## src/rtl/uart_tx_pkg.sv

```systemverilog
// Package: shared widths and the control-word layout for the serial transmitter.
// Assumes one character of at most DATA_W bits per frame.
package uart_tx_pkg;

    localparam int DATA_W  = 8;
    localparam int FRAME_W = DATA_W + 4;           // start + data + parity + 2 stops
    localparam int IDX_W   = $clog2(FRAME_W + 1);
    localparam int DIV_W   = 16;
    localparam int DIV_MIN = 4;

    typedef enum logic [1:0] {
        PAR_NONE = 2'b00,
        PAR_ZERO = 2'b01,
        PAR_ODD  = 2'b10,
        PAR_EVEN = 2'b11
    } par_mode_e;

    // Control word, MSB first: pwr, txen, lsb_first, par[1:0], len8, stop2, spare
    typedef struct packed {
        logic      pwr;
        logic      txen;
        logic      lsb_first;
        par_mode_e par;
        logic      len8;
        logic      stop2;
        logic      spare;
    } ctrl_t;

endpackage

```

## src/rtl/uart_tx_baud.sv

```systemverilog
// Bit-period timer: pulses tick once every 2*max(div, DIV_MIN) cycles while run is high.
// Assumes restart arrives in the cycle the frame is accepted, so the first bit gets a full period.
module uart_tx_baud #(
    parameter int DIV_W   = 16,
    parameter int DIV_MIN = 4
) (
    input  logic             clk,
    input  logic             rst_n,
    input  logic             restart,
    input  logic             run,
    input  logic [DIV_W-1:0] div,
    output logic             tick
);
    localparam int CNT_W = DIV_W + 1;

    logic [DIV_W-1:0] eff_div;
    logic [CNT_W-1:0] period;
    logic [CNT_W-1:0] cnt_q;

    // Clamp the divider to its floor and double it into a full bit period.
    always_comb begin
        eff_div = (div < DIV_W'(DIV_MIN)) ? DIV_W'(DIV_MIN) : div;
        period  = {eff_div, 1'b0};
        tick    = run && (cnt_q == period - CNT_W'(1));
    end

    // Count cycles inside the current bit.
    always_ff @(posedge clk) begin
        if (!rst_n)               cnt_q <= '0;
        else if (restart || !run) cnt_q <= '0;
        else if (tick)            cnt_q <= '0;
        else                      cnt_q <= cnt_q + CNT_W'(1);
    end

    a_r2_cnt_within_period: assert property (@(posedge clk) disable iff (!rst_n)
        run |-> (cnt_q < period));

    a_r3_period_floor: assert property (@(posedge clk) disable iff (!rst_n)
        period >= CNT_W'(2 * DIV_MIN));

endmodule

```

## src/rtl/uart_tx_framer.sv

```systemverilog
// Frame builder: lays out start, ordered data, parity and stop levels for one character.
// Assumes unused high positions of the frame vector are 1 (line idle level).
module uart_tx_framer
    import uart_tx_pkg::*;
(
    input  ctrl_t              cfg,
    input  logic [DATA_W-1:0]  data,
    output logic [FRAME_W-1:0] frame,
    output logic [IDX_W-1:0]   nbits
);
    logic [DATA_W-1:0] rev;
    logic [DATA_W-1:0] ordered;
    logic [DATA_W-1:0] sent_mask;
    logic              ones_odd;
    logic              par_bit;
    int                total;

    // Reverse the byte so MSB-first order is a plain slice.
    always_comb begin
        for (int i = 0; i < DATA_W; i++) rev[i] = data[DATA_W-1-i];
    end

    // Choose bit order and the parity level over the bits that go out.
    always_comb begin
        if (cfg.lsb_first)  ordered = data;
        else if (cfg.len8)  ordered = rev;
        else                ordered = rev >> 1;
        sent_mask = cfg.len8 ? {DATA_W{1'b1}} : {1'b0, {(DATA_W-1){1'b1}}};
        ones_odd  = ^(ordered & sent_mask);
        unique case (cfg.par)
            PAR_ODD:  par_bit = ~ones_odd;
            PAR_EVEN: par_bit = ones_odd;
            default:  par_bit = 1'b0;
        endcase
    end

    // Place the fields into the frame and count its length.
    always_comb begin
        frame    = '1;
        frame[0] = 1'b0;
        if (cfg.len8) frame[DATA_W:1] = ordered;
        else          frame[DATA_W-1:1] = ordered[DATA_W-2:0];
        if (cfg.par != PAR_NONE) begin
            if (cfg.len8) frame[DATA_W+1] = par_bit;
            else          frame[DATA_W]   = par_bit;
        end
        total = 1 + (cfg.len8 ? DATA_W : DATA_W - 1)
                  + ((cfg.par != PAR_NONE) ? 1 : 0)
                  + (cfg.stop2 ? 2 : 1);
        nbits = IDX_W'(total);
    end

endmodule

```

## src/rtl/uart_tx_unit.sv

```systemverilog
// Serial transmitter top: accepts a byte when enabled and idle, shifts the frame out
// at the captured bit rate, and flags completion with a one-cycle interrupt.
// Assumes ctrl_i and div_i are synchronous to clk; wr_i is a one-cycle strobe.
module uart_tx_unit
    import uart_tx_pkg::*;
(
    input  logic              clk,
    input  logic              rst_n,
    input  logic [7:0]        ctrl_i,
    input  logic [DIV_W-1:0]  div_i,
    input  logic              wr_i,
    input  logic [DATA_W-1:0] data_i,
    output logic              txd_o,
    output logic              busy_o,
    output logic              irq_o
);
    ctrl_t              cfg;
    logic               enabled;
    logic               accept;
    logic               tick;
    logic               spare_unused;
    logic [FRAME_W-1:0] frame_w;
    logic [IDX_W-1:0]   nbits_w;

    logic               busy_q;
    logic               irq_q;
    logic [IDX_W-1:0]   idx_q;
    logic [IDX_W-1:0]   nbits_q;
    logic [FRAME_W-1:0] frame_q;
    logic [DIV_W-1:0]   div_q;

    // Decode the control word and the acceptance condition.
    always_comb begin
        cfg          = ctrl_t'(ctrl_i);
        spare_unused = cfg.spare;
        enabled      = cfg.pwr && cfg.txen;
        accept       = wr_i && enabled && !busy_q;
    end

    uart_tx_framer u_framer (
        .cfg   (cfg),
        .data  (data_i),
        .frame (frame_w),
        .nbits (nbits_w)
    );

    uart_tx_baud #(
        .DIV_W   (DIV_W),
        .DIV_MIN (DIV_MIN)
    ) u_baud (
        .clk     (clk),
        .rst_n   (rst_n),
        .restart (accept),
        .run     (busy_q),
        .div     (div_q),
        .tick    (tick)
    );

    // Frame sequencer: capture on accept, advance on tick, finish or abort.
    always_ff @(posedge clk) begin
        if (!rst_n) begin
            busy_q  <= 1'b0;
            irq_q   <= 1'b0;
            idx_q   <= '0;
            nbits_q <= '0;
            frame_q <= '1;
            div_q   <= DIV_W'(DIV_MIN);
        end else begin
            irq_q <= 1'b0;
            if (!enabled) begin
                busy_q <= 1'b0;
            end else if (accept) begin
                busy_q  <= 1'b1;
                idx_q   <= '0;
                frame_q <= frame_w;
                nbits_q <= nbits_w;
                div_q   <= div_i;
            end else if (busy_q && tick) begin
                if (idx_q == nbits_q - IDX_W'(1)) begin
                    busy_q <= 1'b0;
                    irq_q  <= 1'b1;
                end else begin
                    idx_q <= idx_q + IDX_W'(1);
                end
            end
        end
    end

    // Drive the line from the captured frame, idle high otherwise.
    always_comb begin
        txd_o  = busy_q ? frame_q[idx_q] : 1'b1;
        busy_o = busy_q;
        irq_o  = irq_q;
    end

    a_r9_irq_on_busy_fall: assert property (@(posedge clk) disable iff (!rst_n)
        irq_q |-> (!busy_q && $past(busy_q)));

    a_r2_start_bit_low: assert property (@(posedge clk) disable iff (!rst_n)
        $rose(busy_q) |-> !txd_o);

    a_r8_index_in_frame: assert property (@(posedge clk) disable iff (!rst_n)
        busy_q |-> (idx_q < nbits_q));

    a_r11_frame_held: assert property (@(posedge clk) disable iff (!rst_n)
        (busy_q && $past(busy_q)) |-> ($stable(frame_q) && $stable(div_q)));

    a_r10_disable_stops: assert property (@(posedge clk) disable iff (!rst_n)
        !enabled |=> (!busy_q && !irq_q));

endmodule

```

## config.mk

```make
export PLATFORM = sky130hd
export DESIGN_NAME = uart_tx_unit
export DESIGN_NICKNAME = d
export VERILOG_FILES = /design/src/rtl/uart_tx_pkg.sv /design/src/rtl/uart_tx_baud.sv /design/src/rtl/uart_tx_framer.sv /design/src/rtl/uart_tx_unit.sv
export SDC_FILE = /design/constraint.sdc
export NUM_CORES = 1
export LEC_CHECK = 0
export CAP_MARGIN = 30
export CORE_MARGIN = 1.5
export CORE_UTILIZATION = 50
export DETAILED_ROUTE_END_ITERATION = 7
export PLACE_DENSITY = 0.72
export SKIP_LAST_GASP = 1
export SLEW_MARGIN = 20
export SYNTH_ARGS = -nofsm -noshare
export SYNTH_HDL_FRONTEND = slang
export SYNTH_HIERARCHICAL = 1
export SYNTH_SLANG_ARGS = --single-unit
```

## constraint.sdc

```tcl
create_clock -name clk -period 10 [get_ports clk]
set_input_delay 1.5 -clock clk [delete_from_list [all_inputs] [get_ports clk]]
set_output_delay 1.5 -clock clk [all_outputs]
set_load 0.01 [all_outputs]
```

==> impl_metrics.tcl, run 1 <==
set metrics [dict create \
    root_buffer "clkbuf_8" \
    gp_congestion 0.9022 \
    grt_usage_pct 20.16 \
    syn_area_per_cell_um2 8.249 \
    grt_pass1_wl_um 12020 \
    power_density_mw_per_mm2 113.5 \
    die_area_mm2 0.007318 \
    p_clk_share_pct 29.7 \
    first_global_vias 2610 \
    boundaryPins 38 \
    internal-power_mw 0.3285 \
    cts_tree "done" \
    fillers 590 \
    die_x_um 85.55 \
    ys_warn_count 6 \
    clk_pin_slew_ps 90 \
    synth-seq-area-share_pct 32.32 \
    first_iter_violations 114 \
    cts_buffers 5 \
    setup_viol 0 \
    synth_cell_types 62 \
    hp-class "flip-flop to flip-flop" \
    fin_util_pct 60.46 \
    period_share_pct 45.95 \
    antenna_found_initial 0 \
    holdBufCountCts 0 \
    rsz0062_at_grt "false" \
    rows 29 \
    p_leak_nw 1.428 \
    drtAntennaViolNets 0 \
    overflow 0 \
    drv_slew 0 \
    port_buffers 36 \
    cts_buffer_depth 2 \
    r2r_cells 15 \
    mostFrequentLayoutCells "nand2_1 (84), dfxtp_1 (55), clkdlybuf4s50_1 (36)" \
    fmax_mhz 217.6 \
    routedWlPerCell_um 13.50 \
    synth_seq_cells 55 \
    htree_levels 2 \
    hpwl_um 5234 \
    share_seq_of_total_power_pct 51.9 \
    worstSetupPathType "flip-flop to flip-flop" \
    worstPathRequired_ps 10200 \
    synth-async-reset-ratio_pct 0 \
    r2r_end "idx_q[2]$_SDFFE_PN0P_" \
    swShare_pct 25.90 \
    cp-end-kind "flip-flop" \
    status "complete, but fails checks" \
    setup_tns_ps 0 \
    hold_path_end "frame_q[3]$_SDFFE_PN1P_" \
    initial_utilization_pct 52.75 \
    clk_latency_ps 300 \
    synth_edf_count 0 \
    max_slew_margin_pct 43.56 \
    finClkSkew_ps 7.407 \
    vias 2887 \
    arrival_ps 4800 \
    fp.dieH_um 85.55 \
    worst_slew_pin_slew_ps 843.7 \
    syn-cell-area_mm2 0.003407 \
    ys.flop_type "dfxtp_1" \
    synth_cells 413 \
    postCtsSetupBuffers 0 \
    violations "design-rule violations" \
    dr.pass1.iters 6 \
    drc 2 \
    start_kind "flip-flop" \
    nets 486 \
    fin_crit_ps 4595 \
    fp.coreArea_mm2 0.006459 \
    pwr-share-comb_pct 18.3 \
    grt_max_degree 37 \
    r2r_start "div_q[14]$_SDFFE_PN0P_" \
    insertedDiodeCount 0 \
    ir_drop_mv 0.06260 \
    rrSetupSlack_ps 5400 \
    hold_depth 2 \
    p_sw_mw 0.1149 \
    worstPathMaxFanout 6 \
    drive_gt1_share_pct 5.869 \
    ctsResizeCount 0 \
    worstHoldStart "frame_q[3]$_SDFFE_PN1P_" \
    seq_area_mm2 0.001101 \
    syn2layout_area_growth_pct 14.62 \
    cts.sinks 55 \
    multi_input_area_mm2 0.002160 \
    wl_um 7022 \
    cap_violations 0 \
    via_per_inst 5.552 \
    hold_viol_final 0 \
    layout_commonest_cell "nand2_1" \
]
[cells by family (layout without fill, tap and decap cells)]
group	Yosys count	count (layout)	synth area share (%)
AOI/OAI and AO/OA	50	50	11.39
xor gates and xnor gates	54	54	14.32
adders and majority gates	9	9	3.305
buffers and inverters	30	59	4.406
DFF	55	55	32.32
muxes	16	16	6.243
other	2	3	0.2204
and+or+nand+nor	197	197	27.80
[worst max-delay path, cell delays in order, from the launching register on]
cell and delay [ps]:
dfxtp_1 380, nor4_1 490, nand4_1 200, nand2_1 170, ha_1 230, or3b_1 390, or3_1 390, nor4_1 320
mux2i_1 280, nand4_1 230, nor4_1 500, mux2_2 260, nand3_1 130, a311oi_1 330, xnor2_1 150, nor2_1 50
[per-stage QoR]
step	power [mW]	instance area (um2)	instances	hold WS (ps)	worst slack [ps]
after CTS	0.4463	3877	519	472.2	5489
after global routing	0.4666	3905	520	491.8	5112
after detailed placement	0.3153	3777	511	451.0	5503
after floorplan	0.2884	3411	414	431.9	6117
final	0.4434	3905	520	465.4	5405
after global placement	0.3126	3777	511	444.8	5526
[cell usage after synthesis (3+ instances only)]
| master | number | share of area [%] |
|---|---|---|
| nand2_1 | 84 | 9.3 |
| dfxtp_1 | 55 | 32 |
| nor3_1 | 7 | 1.0 |
| nand4_1 | 7 | 1.3 |
| buf_2 | 3 | 0.44 |
| o21ai_0 | 8 | 1.2 |
| nor2_1 | 35 | 3.9 |
| inv_1 | 12 | 1.3 |
| clkbuf_1 | 8 | 0.88 |
| buf_6 | 3 | 0.99 |
| xnor2_1 | 32 | 8.2 |
| nand2b_1 | 3 | 0.55 |
| mux2i_1 | 9 | 2.6 |
| and3_1 | 3 | 0.55 |
| nand3_1 | 30 | 4.4 |
| xor2_1 | 21 | 5.4 |
| ha_1 | 9 | 3.3 |
| buf_4 | 3 | 0.66 |
| a21boi_0 | 19 | 4.2 |
| or3_1 | 4 | 0.73 |
| nor4_1 | 6 | 1.1 |
| a21oi_1 | 3 | 0.44 |
[state kept, by name, summed over array words and instances, names as in the netlist]
| signal | cells |
|---|---|
| nbits_q | 4 |
| idx_q | 4 |
| frame_q | 12 |
| div_q | 16 |
| irq_o | 1 |
| busy_o | 1 |
| u_baud/cnt_q | 17 |
[how the worst max path moves through the flow]
stage / from / endpoint / slack [ps] / cells past startpoint
3_3_place_gp: div_q[10]$_SDFFE_PN0P_ / idx_q[2]$_SDFFE_PN0P_ / 5530 / 15
2_1_floorplan: div_q[5]$_SDFFE_PN0P_ / idx_q[2]$_SDFFE_PN0P_ / 6120 / 15
5_1_grt: div_q[14]$_SDFFE_PN0P_ / idx_q[2]$_SDFFE_PN0P_ / 5110 / 15
4_1_cts: div_q[10]$_SDFFE_PN0P_ / idx_q[2]$_SDFFE_PN0P_ / 5490 / 15
3_5_place_dp: div_q[14]$_SDFFE_PN0P_ / idx_q[2]$_SDFFE_PN0P_ / 5500 / 15
6_report: div_q[14]$_SDFFE_PN0P_ / idx_q[2]$_SDFFE_PN0P_ / 5400 / 15
[power by group through the flow]
stage          logic, mW  registers (mW)  clock network (mW)
2_1_floorplan     0.0548           0.234                   0
3_3_place_gp      0.0775           0.235                   0
3_5_place_dp      0.0799           0.235                   0
4_1_cts           0.0803           0.230               0.136
5_1_grt           0.0900           0.231               0.145
6_report          0.0814           0.230               0.132
[metal layers]
| metal | up-vias | share of wire [%] | routed length (um) | global-route usage [%] |
|---|---|---|---|---|
| li1 | 1478 | - | - | - |
| met1 | 1347 | 51 | 3559 | 29.63 |
| met2 | 58 | 44 | 3120 | 30.92 |
| met3 | 4 | 4.0 | 284 | 3.080 |
| met4 | 0 | 0.83 | 58 | 5.279 |
| met5 | - | 0 | 0 | 0 |
[area by class of cell]
class,instances,area share (%)
Clock buffer,8,2.563
Multi-Input combinational cell,329,55.30
Sequential cell,55,28.20
Inverter,12,1.153
Timing Repair Buffer,39,10.32
Tap cell,77,2.467
(Power assumes the default switching activity.)
==> run 2: changes to the inputs <==
- PLACE_DENSITY: 0.72 -> 0.75
- clock period: 10 -> 3.9 ns (I/O delays scaled with it)
==> run 2 against run 1 <==
Against the previous run:
- register-to-register slack got worse by 5300 ps
- the run now ends clean
- largest power group unchanged
- worst hold slack improved by 1.4 ps
- combinational power rose to 3.0 times the previous value
- sequential share of layout area fell by 1.7 points
- clock skew fell by 2.7 ps
- highest routed layer unchanged
- largest cell class unchanged
- wire length rose by 6.5%
- die area did not move
- sequential power rose to 2.5 times the previous value
==> impl_metrics.tcl, run 2 (synthesis results as in run 1) <==
set metrics [dict create \
    cts_tree "done" \
    drc 0 \
    antenna_found_initial 0 \
    drtAntennaViolNets 0 \
    clk_pin_slew_ps 90 \
    first_iter_violations 174 \
    setup_ws_ps 82.12 \
    hold_depth 2 \
    worstPathRequired_ps 4110 \
    worst_slew_pin_slew_ps 624.0 \
    vias 3010 \
    status "completed" \
    layout_commonest_cell "nand2_1" \
    rows 29 \
    syn2layout_area_growth_pct 22.07 \
    p_sw_mw 0.3062 \
    swShare_pct 27.08 \
    drv_slew 0 \
    boundaryPins 38 \
    cts.sinks 55 \
    htree_levels 2 \
    place_inst 541 \
    final_cells 550 \
    fillers 567 \
    routedWlPerCell_um 13.60 \
    r2r_cells 17 \
    clk_latency_ps 310 \
    start_kind "flip-flop" \
    cap_violations 0 \
    setup_tns_ps 0 \
    drive_gt1_share_pct 13.53 \
    dr.pass1.iters 4 \
    gp_congestion 0.8491 \
    hold_viol_final 0 \
    rsz0062_at_grt "true" \
    wl_um 7478 \
    fp.coreArea_mm2 0.006459 \
    setup_viol 0 \
    max_slew_margin_pct 58.27 \
    power_density_mw_per_mm2 271.9 \
    hp-class "flip-flop to flip-flop" \
    top_regs "u_baud/cnt_q x17, div_q x16, frame_q x12" \
    share_seq_of_total_power_pct 51.8 \
    ir_drop_mv 0.1322 \
    top_register "u_baud/cnt_q" \
    fin_crit_ps 3818 \
    internal-power_mw 0.8246 \
    grt_pass1_wl_um 13360 \
    worstSetupPathType "flip-flop to flip-flop" \
    grt_max_degree 37 \
    overflow 0 \
    mostFrequentLayoutCells "nand2_1 (84), dfxtp_1 (54), clkdlybuf4s50_1 (36)" \
    cp-end-kind "flip-flop" \
    cts_buffers 5 \
    port_buffers 36 \
    placed_area_mm2 0.004003 \
    dp_slack_ps -272.2 \
    via_per_inst 5.473 \
    fmax_mhz 261.9 \
    first_global_vias 2976 \
    grt_usage_pct 22.05 \
    multi_input_area_mm2 0.002226 \
    root_buffer "clkbuf_8" \
    cts_buffer_depth 2 \
    period_share_pct 97.89 \
    nets 516 \
    die_x_um 85.55 \
    arrival_ps 4020 \
    die_area_mm2 0.007318 \
    insertedDiodeCount 0 \
    p_clk_share_pct 26.9 \
    seq_area_mm2 0.001102 \
    p_leak_nw 1.572 \
    initial_utilization_pct 52.75 \
    largest_reg_flops 17 \
    fp.dieH_um 85.55 \
    finalInstanceArea_mm2 0.004159 \
    pwr-share-comb_pct 21.3 \
    hpwl_um 5662 \
    finClkSkew_ps 4.657 \
    power_mw 1.131 \
    holdBufCountCts 0 \
    worstPathMaxFanout 3 \
]
==> run 2: cell types whose count changed in the layout (fill, tap and decap cells not counted), moves of 2 or more <==
cell / previous run / this run
clkbuf_8: 7 / 5
buf_4: 2 / 33
nor4_1: 6 / 3
nor4_4: 0 / 2
==> run 2: final timing paths <==
check | startpoint | endpoint | slack [ps]
max | div_q[12]$_SDFFE_PN0P_ | idx_q[2]$_SDFFE_PN0P_ | 80
max reg2reg | div_q[12]$_SDFFE_PN0P_ | idx_q[2]$_SDFFE_PN0P_ | 80
min | frame_q[1]$_SDFFE_PN1P_ | frame_q[1]$_SDFFE_PN1P_ | 470
min reg2reg | frame_q[1]$_SDFFE_PN1P_ | frame_q[1]$_SDFFE_PN1P_ | 470
==> run 2: critical path: stages (launching register included) <==
cell and delay (ps):
dfxtp_1 330, nor4_2 270, buf_4 160, nand4_1 100
nand2_1 120, ha_1 170, or3b_4 380, or3_4 370
o41ai_2 210, nand4_1 120, or4_4 450, nor4_4 150
buf_4 150, mux2_2 150, nand3_2 90, a311oi_2 290
xnor2_1 150, nor2_1 50
==> run 2: per-stage QoR <==
step                      utilization, %  hold WS, ps
after floorplan                        -        431.9
after global placement             61.97        441.2
after detailed placement           61.97        450.0
after CTS                          63.81        470.4
after global routing               64.39        490.7
final                              64.39        466.8
==> run 2: layout make-up <==
type	instances	share of cell area, %
inverter	12	1.083
clock inverter	1	0.1203
clock buffer	7	1.835
sequential	55	26.50
multi-input combinational	329	53.52
timing repair buffer	69	14.62
tap	77	2.316
==> run 2: power groups by stage <==
stage | Clock [mW] | Sequential (mW) | Combinational [mW]
global route | 0.336 | 0.588 | 0.264
CTS | 0.310 | 0.585 | 0.236
finish | 0.305 | 0.586 | 0.241
global placement | 0 | 0.597 | 0.224
floorplan | 0 | 0.599 | 0.140
detailed placement | 0 | 0.598 | 0.231
==> run 2: metal layers <==
layer	global-route usage (%)	routed length, um	up-vias
met1	29.66	3579	1401
met5	0	0	-
met3	2.984	251	15
met2	36.79	3497	61
li1	-	-	1533
met4	7.038	150	0
==> run 2: timing repair <==
item / 4_1_cts / 5_1_grt
cloned: 0 / 0
gates resized for setup: 6 / 7
buffers inserted: 0 / 1
hold endpoints to repair: 0 / 0
pin swaps: 1 / 6
endpoints found under the setup margin: 5 / 5
